## config.mk

```make
export PLATFORM = sky130hd
export DESIGN_NAME = cs_dma
export DESIGN_NICKNAME = d
export VERILOG_FILES = /design/src/rtl/cs_dma_pkg.sv /design/src/rtl/cs_dma_regs.sv /design/src/rtl/cs_dma_seq.sv /design/src/rtl/cs_dma.sv
export SDC_FILE = /design/constraint.sdc
export NUM_CORES = 1
export LEC_CHECK = 0
export BUFFER_PORTS_ARGS = -buffer_cell sky130_fd_sc_hd__buf_2
export CAP_MARGIN = 25
export CORE_MARGIN = 2
export CORE_UTILIZATION = 44
export DETAILED_ROUTE_END_ITERATION = 16
export PLACE_DENSITY = 0.74
export RECOVER_POWER = 25
export SYNTH_ARGS = -nofsm -noshare
export SYNTH_HDL_FRONTEND = slang
export SYNTH_SLANG_ARGS = --single-unit
export TNS_END_PERCENT = 5
```

## constraint.sdc

```tcl
create_clock -name clk -period 4.8 [get_ports clk]
set_clock_uncertainty 0.2 [all_clocks]
set_input_delay 0.96 -clock clk [delete_from_list [all_inputs] [get_ports clk]]
set_output_delay 0.96 -clock clk [all_outputs]
set_load 0.05 [all_outputs]
```

## src/rtl/cs_dma_pkg.sv

```systemverilog
package cs_dma_pkg;

    typedef enum logic [1:0] {
        SEL_CTRL  = 2'd0,
        SEL_DEV   = 2'd1,
        SEL_ADDR  = 2'd2,
        SEL_COUNT = 2'd3
    } reg_sel_e;

    typedef enum logic [1:0] {
        ST_IDLE = 2'd0,
        ST_WAIT = 2'd1,
        ST_REQ  = 2'd2
    } seq_state_e;

    typedef enum logic {
        DIR_DEV2MEM = 1'b0,
        DIR_MEM2DEV = 1'b1
    } xfer_dir_e;

    localparam int CTRL_DIR_BIT  = 0;
    localparam int STAT_BUSY_BIT = 1;
    localparam int STAT_DONE_BIT = 2;

    function automatic logic writes_memory(input xfer_dir_e d);
        return d == DIR_DEV2MEM;
    endfunction

endpackage

```

## src/rtl/cs_dma_regs.sv

```systemverilog
module cs_dma_regs
    import cs_dma_pkg::*;
#(
    parameter int DW   = 16,
    parameter int AW   = 16,
    parameter int CW   = 16,
    parameter int DEVW = 4
) (
    input  logic            clk,
    input  logic            rst,
    input  logic            cfg_wr,
    input  logic [1:0]      cfg_sel,
    input  logic [DW-1:0]   cfg_wdata,
    output logic [DW-1:0]   cfg_rdata,
    input  logic            busy,
    input  logic            step,
    output xfer_dir_e       dir,
    output logic [DEVW-1:0] dev_id,
    output logic [AW-1:0]   cur_addr,
    output logic            cnt_last,
    output logic            start,
    output logic            done
);

    logic [CW-1:0] cur_cnt;
    logic          wr_ok;
    reg_sel_e      sel;

    assign sel      = reg_sel_e'(cfg_sel);
    assign wr_ok    = cfg_wr && !busy;
    assign start    = wr_ok && (sel == SEL_COUNT) && (cfg_wdata[CW-1:0] != '0);
    assign cnt_last = (cur_cnt == CW'(1));

    always_ff @(posedge clk) begin
        if (rst) begin
            dir      <= DIR_DEV2MEM;
            dev_id   <= '0;
            cur_addr <= '0;
            cur_cnt  <= '0;
            done     <= 1'b0;
        end else if (wr_ok) begin
            case (sel)
                SEL_CTRL:  dir      <= xfer_dir_e'(cfg_wdata[CTRL_DIR_BIT]);
                SEL_DEV:   dev_id   <= cfg_wdata[DEVW-1:0];
                SEL_ADDR:  cur_addr <= cfg_wdata[AW-1:0];
                SEL_COUNT: begin
                    cur_cnt <= cfg_wdata[CW-1:0];
                    done    <= 1'b0;
                end
                default: ;
            endcase
        end else if (step) begin
            cur_addr <= cur_addr + AW'(1);
            cur_cnt  <= cur_cnt - CW'(1);
            if (cnt_last) begin
                done <= 1'b1;
            end
        end
    end

    always_comb begin
        cfg_rdata = '0;
        case (sel)
            SEL_CTRL: begin
                cfg_rdata[CTRL_DIR_BIT]  = dir;
                cfg_rdata[STAT_BUSY_BIT] = busy;
                cfg_rdata[STAT_DONE_BIT] = done;
            end
            SEL_DEV:   cfg_rdata[DEVW-1:0] = dev_id;
            SEL_ADDR:  cfg_rdata[AW-1:0]   = cur_addr;
            SEL_COUNT: cfg_rdata[CW-1:0]   = cur_cnt;
            default:   cfg_rdata = '0;
        endcase
    end

endmodule

```

## src/rtl/cs_dma_seq.sv

```systemverilog
module cs_dma_seq
    import cs_dma_pkg::*;
#(
    parameter int DW = 16
) (
    input  logic          clk,
    input  logic          rst,
    input  logic          start,
    input  xfer_dir_e     dir,
    input  logic          cnt_last,
    input  logic          dev_ready,
    input  logic [DW-1:0] dev_rdata,
    input  logic          bus_gnt,
    input  logic [DW-1:0] bus_rdata,
    output logic          busy,
    output logic          step,
    output logic          bus_req,
    output logic [DW-1:0] word_q,
    output logic          dev_ack
);

    seq_state_e state, nxt;

    assign busy    = (state != ST_IDLE);
    assign bus_req = (state == ST_REQ);
    assign step    = (state == ST_REQ) && bus_gnt;

    always_comb begin
        nxt = state;
        case (state)
            ST_IDLE: if (start)     nxt = ST_WAIT;
            ST_WAIT: if (dev_ready) nxt = ST_REQ;
            ST_REQ:  if (bus_gnt)   nxt = cnt_last ? ST_IDLE : ST_WAIT;
            default:                nxt = ST_IDLE;
        endcase
    end

    always_ff @(posedge clk) begin
        if (rst) begin
            state   <= ST_IDLE;
            word_q  <= '0;
            dev_ack <= 1'b0;
        end else begin
            state   <= nxt;
            dev_ack <= step && !writes_memory(dir);
            if ((state == ST_WAIT) && dev_ready && writes_memory(dir)) begin
                word_q <= dev_rdata;
            end else if (step && !writes_memory(dir)) begin
                word_q <= bus_rdata;
            end
        end
    end

endmodule

```

## src/rtl/cs_dma.sv

```systemverilog
module cs_dma
    import cs_dma_pkg::*;
#(
    parameter int DW   = 16,
    parameter int AW   = 16,
    parameter int CW   = 16,
    parameter int DEVW = 4
) (
    input  logic            clk,
    input  logic            rst,
    input  logic            cfg_wr,
    input  logic [1:0]      cfg_sel,
    input  logic [DW-1:0]   cfg_wdata,
    output logic [DW-1:0]   cfg_rdata,
    output logic            irq,
    input  logic            dev_ready,
    input  logic [DW-1:0]   dev_rdata,
    output logic [DW-1:0]   dev_wdata,
    output logic            dev_ack,
    output logic [DEVW-1:0] dev_id,
    output logic            dev_dir,
    output logic            bus_req,
    input  logic            bus_gnt,
    output logic            bus_en,
    output logic            bus_we,
    output logic [AW-1:0]   bus_addr,
    output logic [DW-1:0]   bus_wdata,
    input  logic [DW-1:0]   bus_rdata
);

    xfer_dir_e     dir;
    logic [AW-1:0] cur_addr;
    logic [DW-1:0] word_q;
    logic          busy, step, start, cnt_last, done;

    cs_dma_regs #(.DW(DW), .AW(AW), .CW(CW), .DEVW(DEVW)) u_regs (
        .clk       (clk),
        .rst       (rst),
        .cfg_wr    (cfg_wr),
        .cfg_sel   (cfg_sel),
        .cfg_wdata (cfg_wdata),
        .cfg_rdata (cfg_rdata),
        .busy      (busy),
        .step      (step),
        .dir       (dir),
        .dev_id    (dev_id),
        .cur_addr  (cur_addr),
        .cnt_last  (cnt_last),
        .start     (start),
        .done      (done)
    );

    cs_dma_seq #(.DW(DW)) u_seq (
        .clk       (clk),
        .rst       (rst),
        .start     (start),
        .dir       (dir),
        .cnt_last  (cnt_last),
        .dev_ready (dev_ready),
        .dev_rdata (dev_rdata),
        .bus_gnt   (bus_gnt),
        .bus_rdata (bus_rdata),
        .busy      (busy),
        .step      (step),
        .bus_req   (bus_req),
        .word_q    (word_q),
        .dev_ack   (dev_ack)
    );

    assign irq       = done;
    assign dev_dir   = dir;
    assign dev_wdata = word_q;
    assign bus_en    = step;
    assign bus_we    = step && writes_memory(dir);
    assign bus_addr  = step ? cur_addr : '0;
    assign bus_wdata = (step && writes_memory(dir)) ? word_q : '0;

endmodule

```

==> results of run 1 <==
cells in the final DEF (no fill, tap or decap), types with 13 or more instances in the layout:
cell,synthesis,routed
buf_2,15,106
nor2_1,35,35
nor2b_1,14,14
o21ai_0,30,30
clkbuf_1,17,24
nand2_1,23,23
inv_1,13,13
dfxtp_1,57,57
and2_1,36,36
nand3_1,13,13
a21oi_1,43,43
mux2i_1,27,27
a211oi_1,18,18
power breakdown:
group	internal [mW]	switching, mW
Clock	0.226	0.190
Sequential	0.491	0.0258
Combinational	0.0968	0.167
stage by stage:
step	area [um^2]	power, mW	cells
6_report	4490	1.20	681
5_1_grt	4490	1.25	681
4_1_cts	4520	1.20	681
3_5_place_dp	4340	0.786	666
3_3_place_gp	4340	0.783	666
2_1_floorplan	3700	0.706	464
logic make-up (layout without fill, tap and decap cells):
| kind of cell | count (synthesis) | in the layout | share of synthesized area |
|---|---|---|---|
| compound gates | 137 | 137 | 0.238 |
| fa+ha+maj | 3 | 3 | 0.0101 |
| mux | 31 | 31 | 0.0953 |
| buf+inv | 50 | 162 | 0.0629 |
| simple gates | 186 | 186 | 0.285 |
| flops | 57 | 57 | 0.308 |
Yosys cell counts, drive strengths merged (3+ instances only):
| cell | number | area share |
|---|---|---|
| nand3b | 4 | 0.0081 |
| nor3b | 3 | 0.0074 |
| ha | 3 | 0.010 |
| and2 | 37 | 0.063 |
| buf | 20 | 0.032 |
| o211ai | 3 | 0.0061 |
| nor2b | 14 | 0.024 |
| nor4 | 11 | 0.020 |
| a32oi | 4 | 0.0095 |
| a21oi | 44 | 0.060 |
| and3 | 6 | 0.010 |
| and4 | 3 | 0.0071 |
| nand2 | 23 | 0.023 |
| a211oi | 18 | 0.036 |
| inv | 13 | 0.013 |
| o21ai | 30 | 0.041 |
| nor3 | 8 | 0.011 |
| o31a | 4 | 0.0095 |
| a22oi | 4 | 0.0081 |
| nand4 | 12 | 0.020 |
| dfxtp | 57 | 0.31 |
| mux2i | 27 | 0.073 |
| or4 | 3 | 0.0071 |
| o32ai | 8 | 0.019 |
| mux4 | 3 | 0.019 |
| clkbuf | 17 | 0.017 |
| a21o | 5 | 0.010 |
| a311oi | 3 | 0.0071 |
| nand3 | 13 | 0.018 |
| nor2 | 35 | 0.035 |
path summary, 6_finish.rpt:
check / slack (ns) / endpoint / start
max reg2reg: 2.06 / u_seq.word_q[3] / u_seq.state[1]
min: 0.27 / u_seq.word_q[14] / u_seq.word_q[14]
max: 0.77 / u_regs.cur_cnt[12] / rst
min reg2reg: 0.27 / u_seq.word_q[14] / u_seq.word_q[14]
metal layers:
metal,up-vias,global-route usage,part of all wire
met2,259,0.410,0.45
met1,1829,0.340,0.42
met5,-,0,0
met4,0,0.145,0.040
met3,37,0.0564,0.093
li1,1945,-,-
layout make-up:
cell class | instances | area share
Inverter | 13 | 0.0109
Clock inverter | 2 | 0.00279
Timing Repair Buffer | 134 | 0.146
Sequential cell | 57 | 0.254
Multi-Input combinational cell | 357 | 0.520
Clock buffer | 13 | 0.0376
Tap cell | 105 | 0.0292
registers in the layout, summed over array words and instances, names as in the netlist:
name	cells
u_regs.done	1
u_regs.cur_cnt	16
u_regs.dev_id	4
u_seq.word_q	16
u_regs.dir	1
u_seq.dev_ack	1
u_regs.cur_addr	16
u_seq.state	2
worst max-delay path: cells and delay by family:
| kind | cells | cell delay [ns] |
|---|---|---|
| buf+inv | 3 | 2.40 |
| simple gates | 1 | 0.42 |
| compound gates | 1 | 0.13 |
==> flow_summary_export.csv, run 1 <==
group,metric,value,unit
run_status,status,"complete, but fails checks",
run_status,violations,"capacitance limit, slew limit",
finish,n_fill_cell,830,
critical_path,cpPeakStageDelay,1.74,ns
sta,min_period,4.03,ns
clocking,cts_root_buf,"clkbuf_8",
logic_synthesis,synth.yosys.warnings,0,
sta,finalHoldViolations,0,
clocking,htreeDepth,3,
logic_synthesis,synth-edff-count,0,
clocking,cts_tree,"built",
sta,drv_slew,55,
logic_synthesis,syn_area_per_cell,7.98,um^2
critical_path,endpoint_kind,"flop",
detailed_routing,drtIter0Drc,249,
clocking,clk_latency,0.33,ns
finish,area_growth,21.3,%
power,p_leak,1.80,nW
power,power_density,266,nW/um^2
logic_synthesis,ys_seq_area_frac,0.308,
grt,grt_pass1_wl,18.6,mm
floorplan,core_area,8180,um^2
detailed_routing,vias,4070,
min_path,min_path_type,"reg2reg",
clocking,cts_buffers,9,
placement,hpwl,8.75,mm
finish,fin_nets,630,
floorplan,die_height,95.7,um
grt,grt_pass1_vias,3778,
logic_synthesis,ys_seq_elements,57,
detailed_routing,routed_wl,11.9,mm
placement,gp_congestion,0.936,
finish,final_util,0.549,
clocking,cts_max_path_buffers,2,
sta,period_share,0.840,
clocking,postCtsSetupBuffers,0,
finish,multi_input_area,2330,um^2
finish,drive_above_1_share,0.236,
detailed_routing,wl_per_cell,17.4,um
grt,antenna_found_initial,0,
sta,fin_setup_tns,0,ns
logic_synthesis,yosysUniqueCellTypes,60,
detailed_routing,drt_pass1_iterations,5,
detailed_routing,drc,0,
floorplan,ios,129,
sta,rsz0062_at_grt,"false",
sta,relSlewSlack,-0.649,
critical_path,cp.arrival,3.95,ns
finish,regArea,1140,um^2
critical_path,start_kind,"input pin",
finish,diodes,0,
clocking,clkTransAtPathRegs,0.07,ns
sta,max_clock_freq,248,MHz
critical_path,slowest_stage,"clkbuf_1",
logic_synthesis,ys_async_sr_fraction,0,
grt,grt.overflow.total,0,
min_path,hold_depth,2,
clocking,cts-resized-gates,0,
grt,grt_max_degree,55,
critical_path,path_cells,"buf_2 > clkbuf_1 > inv_1 > nand2_1 > o32ai_1",
sta,final-setup-viol-count,0,
critical_path,required,4.72,ns
sta,worst_hold_slack,0.275,ns
power,ir_drop,0.140,mV
floorplan,initial_core_util,0.453,
floorplan,dieArea,9160,um^2
grt,grt.total_usage,0.264,
logic_synthesis,syn_inst,464,
clocking,cts.sinks,57,
placement,io_buffers,128,
detailed_routing,antenna_left,0,
sta,setup_ws,0.769,ns
floorplan,rows,33,
sta,worstMarginPinSlew,2.47,ns
clocking,postCtsHoldBufs,0,
detailed_routing,vias_per_cell,5.98,
floorplan,die_x,95.7,um
logic_synthesis,synth_area,3700,um^2
critical_path,crit_fanout,54,
critical_path,reg2regPathDepth,6,
critical_path,critPathKind,"in2reg",
logic_synthesis,synth_nets,522,
placement,post-place-ws,1.24,ns
logic_synthesis,synthFlopType,"dfxtp_1",
flow_run,cap_viol_max_count,1,
No activity file was read; power rests on OpenSTA's default activity.
==> run 2: changes to the inputs <==
--- a/config.mk
+++ b/config.mk
@@ -5,12 +5,13 @@
 export SDC_FILE = /design/constraint.sdc
 export NUM_CORES = 1
 export LEC_CHECK = 0
+export ABC_AREA = 1
 export BUFFER_PORTS_ARGS = -buffer_cell sky130_fd_sc_hd__buf_2
 export CAP_MARGIN = 25
 export CORE_MARGIN = 2
 export CORE_UTILIZATION = 44
 export DETAILED_ROUTE_END_ITERATION = 16
-export PLACE_DENSITY = 0.74
+export PLACE_DENSITY = 0.76
 export RECOVER_POWER = 25
 export SYNTH_ARGS = -nofsm -noshare
 export SYNTH_HDL_FRONTEND = slang
==> constraint.sdc (replaced) <==
create_clock -name clk -period 3.37 [get_ports clk]
set_clock_uncertainty 0.2 [all_clocks]
set_input_delay 0.674 -clock clk [delete_from_list [all_inputs] [get_ports clk]]
set_output_delay 0.674 -clock clk [all_outputs]
set_load 0.05 [all_outputs]
==> run 2 against run 1 <==
  * Flip-flop and latch count unchanged
  * Combinational power grew 97%
  * Setup slack worse by 0.28 ns
  * The run now ends clean
  * Sequential share of layout area down 0.66 points
  * Global-route usage fell by 1.4 points
  * Register-to-register slack got worse by 1.0 ns
  * Final area increased by 2.7%
  * Count of clock-buffer cells in the layout fell by 1
  * Critical path type is now reg2out
  * Non-clock buffer count decreased by 5
==> flow_summary_export.csv, run 2 <==
group,metric,value,unit
run_status,status,"completed",
placement,hpwl,8.89,mm
detailed_routing,drt_pass1_iterations,5,
floorplan,die_height,96.7,um
placement,gp_congestion,0.972,
sta,relSlewSlack,0.213,
power,power_density,431,nW/um^2
sta,finalHoldViolations,0,
logic_synthesis,synth_area,3780,um^2
clocking,cts_tree,"built",
placement,place_inst,859,
grt,grt_pass1_vias,4186,
floorplan,initial_core_util,0.458,
critical_path,crit_fanout,19,
clocking,postCtsHoldBufs,0,
sta,fin_setup_tns,0,ns
detailed_routing,vias,4587,
finish,area_growth,21.9,%
finish,diodes,0,
logic_synthesis,ys_seq_area_frac,0.302,
logic_synthesis,synth_area_leader_cell,"dfxtp_1",
sta,rsz0062_at_grt,"false",
grt,grt_max_degree,37,
logic_synthesis,ys_async_sr_fraction,0,
finish,layout.cells.non_filler,874,
clocking,htreeDepth,3,
sta,min_period,2.88,ns
logic_synthesis,yosysUniqueCellTypes,31,
floorplan,ios,129,
sta,period_share,0.854,
detailed_routing,drtIter0Drc,360,
logic_synthesis,synth_nets,707,
clocking,cts.sinks,57,
finish,fin_nets,823,
logic_synthesis,yosys-top-cells-count,"nand2_1 (138), nor2_1 (126), inv_1 (95)",
detailed_routing,drc,0,
logic_synthesis,synth-edff-count,0,
detailed_routing,wl_per_cell,13.5,um
logic_synthesis,synth_area_leaders,"dfxtp_1 (30%), nand2_1 (14%), nor2_1 (13%), o21ai_0 (9.9%), inv_1 (9.4%)",
logic_synthesis,syn_area_per_cell,5.83,um^2
grt,antenna_found_initial,0,
logic_synthesis,synth.yosys.warnings,0,
logic_synthesis,ys_seq_elements,57,
detailed_routing,route.met3.wl,1.04,mm
sta,worstMarginPinSlew,1.18,ns
detailed_routing,highest_layer,"met4",
sta,max_clock_freq,348,MHz
grt,grt.overflow.total,0,
flow_run,cap_viol_max_count,0,
detailed_routing,vias_per_cell,5.25,
finish,top_regs,"u_regs.cur_addr (16), u_regs.cur_cnt (16), u_seq.word_q (16)",
clocking,cts-resized-gates,0,
power,power,1.99,mW
floorplan,dieArea,9360,um^2
finish,layout_common_cells,"nand2_1 (141), nor2_1 (127), buf_2 (106), inv_1 (96), o21ai_0 (75)",
logic_synthesis,yosysMostFrequentCell,"nand2_1",
clocking,cts_buffers,9,
critical_path,cp_common_cell,"inv_1",
floorplan,core_area,8260,um^2
sta,final-setup-viol-count,0,
detailed_routing,routed_wl,11.8,mm
power,p_leak,2.24,nW
clocking,clk_latency,0.34,ns
logic_synthesis,syn_inst,649,
min_path,min_path_type,"reg2reg",
placement,io_buffers,128,
finish,layout_commonest_cell,"nand2_1",
floorplan,rows,33,
grt,grt_pass1_wl,19.5,mm
critical_path,start_kind,"flop",
critical_path,path_cells,"inv_1 > nand2_1 > nor2_8 > inv_4 > nor2_2 > inv_1 > nor2_1 > buf_2",
placement,place_area,4440,um^2
detailed_routing,routedLengthMet1,5.07,mm
finish,drive_above_1_share,0.170,
sta,worst_hold_slack,0.289,ns
grt,grt.total_usage,0.250,
critical_path,critPathKind,"reg2out",
power,ir_drop,0.260,mV
critical_path,endpoint_kind,"output pin",
critical_path,required,2.50,ns
clocking,cts_max_path_buffers,2,
detailed_routing,dr_wl_met2,5.48,mm
critical_path,cpPeakStageDelay,0.32,ns
logic_synthesis,synth_top_area_frac,0.302,
sta,drv_slew,0,
finish,stdcell_area,4610,um^2
floorplan,die_x,96.7,um
clocking,cts_root_buf,"clkbuf_8",
detailed_routing,antenna_left,0,
clocking,postCtsSetupBuffers,0,
clocking,clkTransAtPathRegs,0.07,ns
critical_path,cp.arrival,2.00,ns
critical_path,slowest_stage,"dfxtp_1",
logic_synthesis,synthFlopType,"dfxtp_1",
==> run 2: final cells by class <==
cell class / instances / area, um^2
fill: 884 / 3650
multi-input combinational: 468 / 2130
clock buffer: 12 / 145
tap: 105 / 131
timing repair buffer: 129 / 621
inverter: 100 / 378
sequential: 57 / 1140
clock inverter: 3 / 65.1
==> run 2: critical path: cells and delay by family, from the launching register on <==
family | cells | cell delay [ns]
buffers and inverters | 4 | 0.72
AND/OR/NAND/NOR | 4 | 0.62
flip-flops | 1 | 0.32
==> run 2: stage by stage <==
step                      worst slack, ns   util
final                               0.494  0.558
after global routing                0.289  0.558
after global placement              0.601  0.538
after detailed placement            0.557  0.538
after floorplan                    -0.174      -
after CTS                           0.554  0.563
==> run 2: metal layers <==
layer,GRT usage,up-vias
met3,0.0672,23
met4,0.0704,0
met1,0.325,2051
met5,0,-
li1,-,2298
met2,0.407,215
==> run 2: power breakdown <==
part / total [mW] / internal, mW / switching (mW)
clock network: 0.705 / 0.432 / 0.273
registers: 0.767 / 0.717 / 0.0491
logic: 0.518 / 0.148 / 0.369
total: 1.99 / 1.30 / 0.692
==> run 2: worst paths after layout <==
kind | startpoint | end | slack (ns) | cells after the start
worst max-delay path | u_seq.state[0] | bus_wdata[9] | 0.49 | 8
worst min-delay path | u_regs.dev_id[2] | u_regs.dev_id[2] | 0.29 | 2
worst max register to register | u_seq.state[1] | u_regs.cur_addr[0] | 1.05 | 6
worst min register to register | u_regs.dev_id[2] | u_regs.dev_id[2] | 0.29 | 2
==> run 2: cells by family after synthesis <==
group | after synthesis | synth area share
flip-flops | 57 | 0.302
XOR/XNOR | 2 | 0.00463
adder cells (fa/ha/maj) | 3 | 0.00992
AND/OR/NAND/NOR | 310 | 0.335
AO/OA/AOI/OAI | 153 | 0.218
buffers and inverters | 124 | 0.132
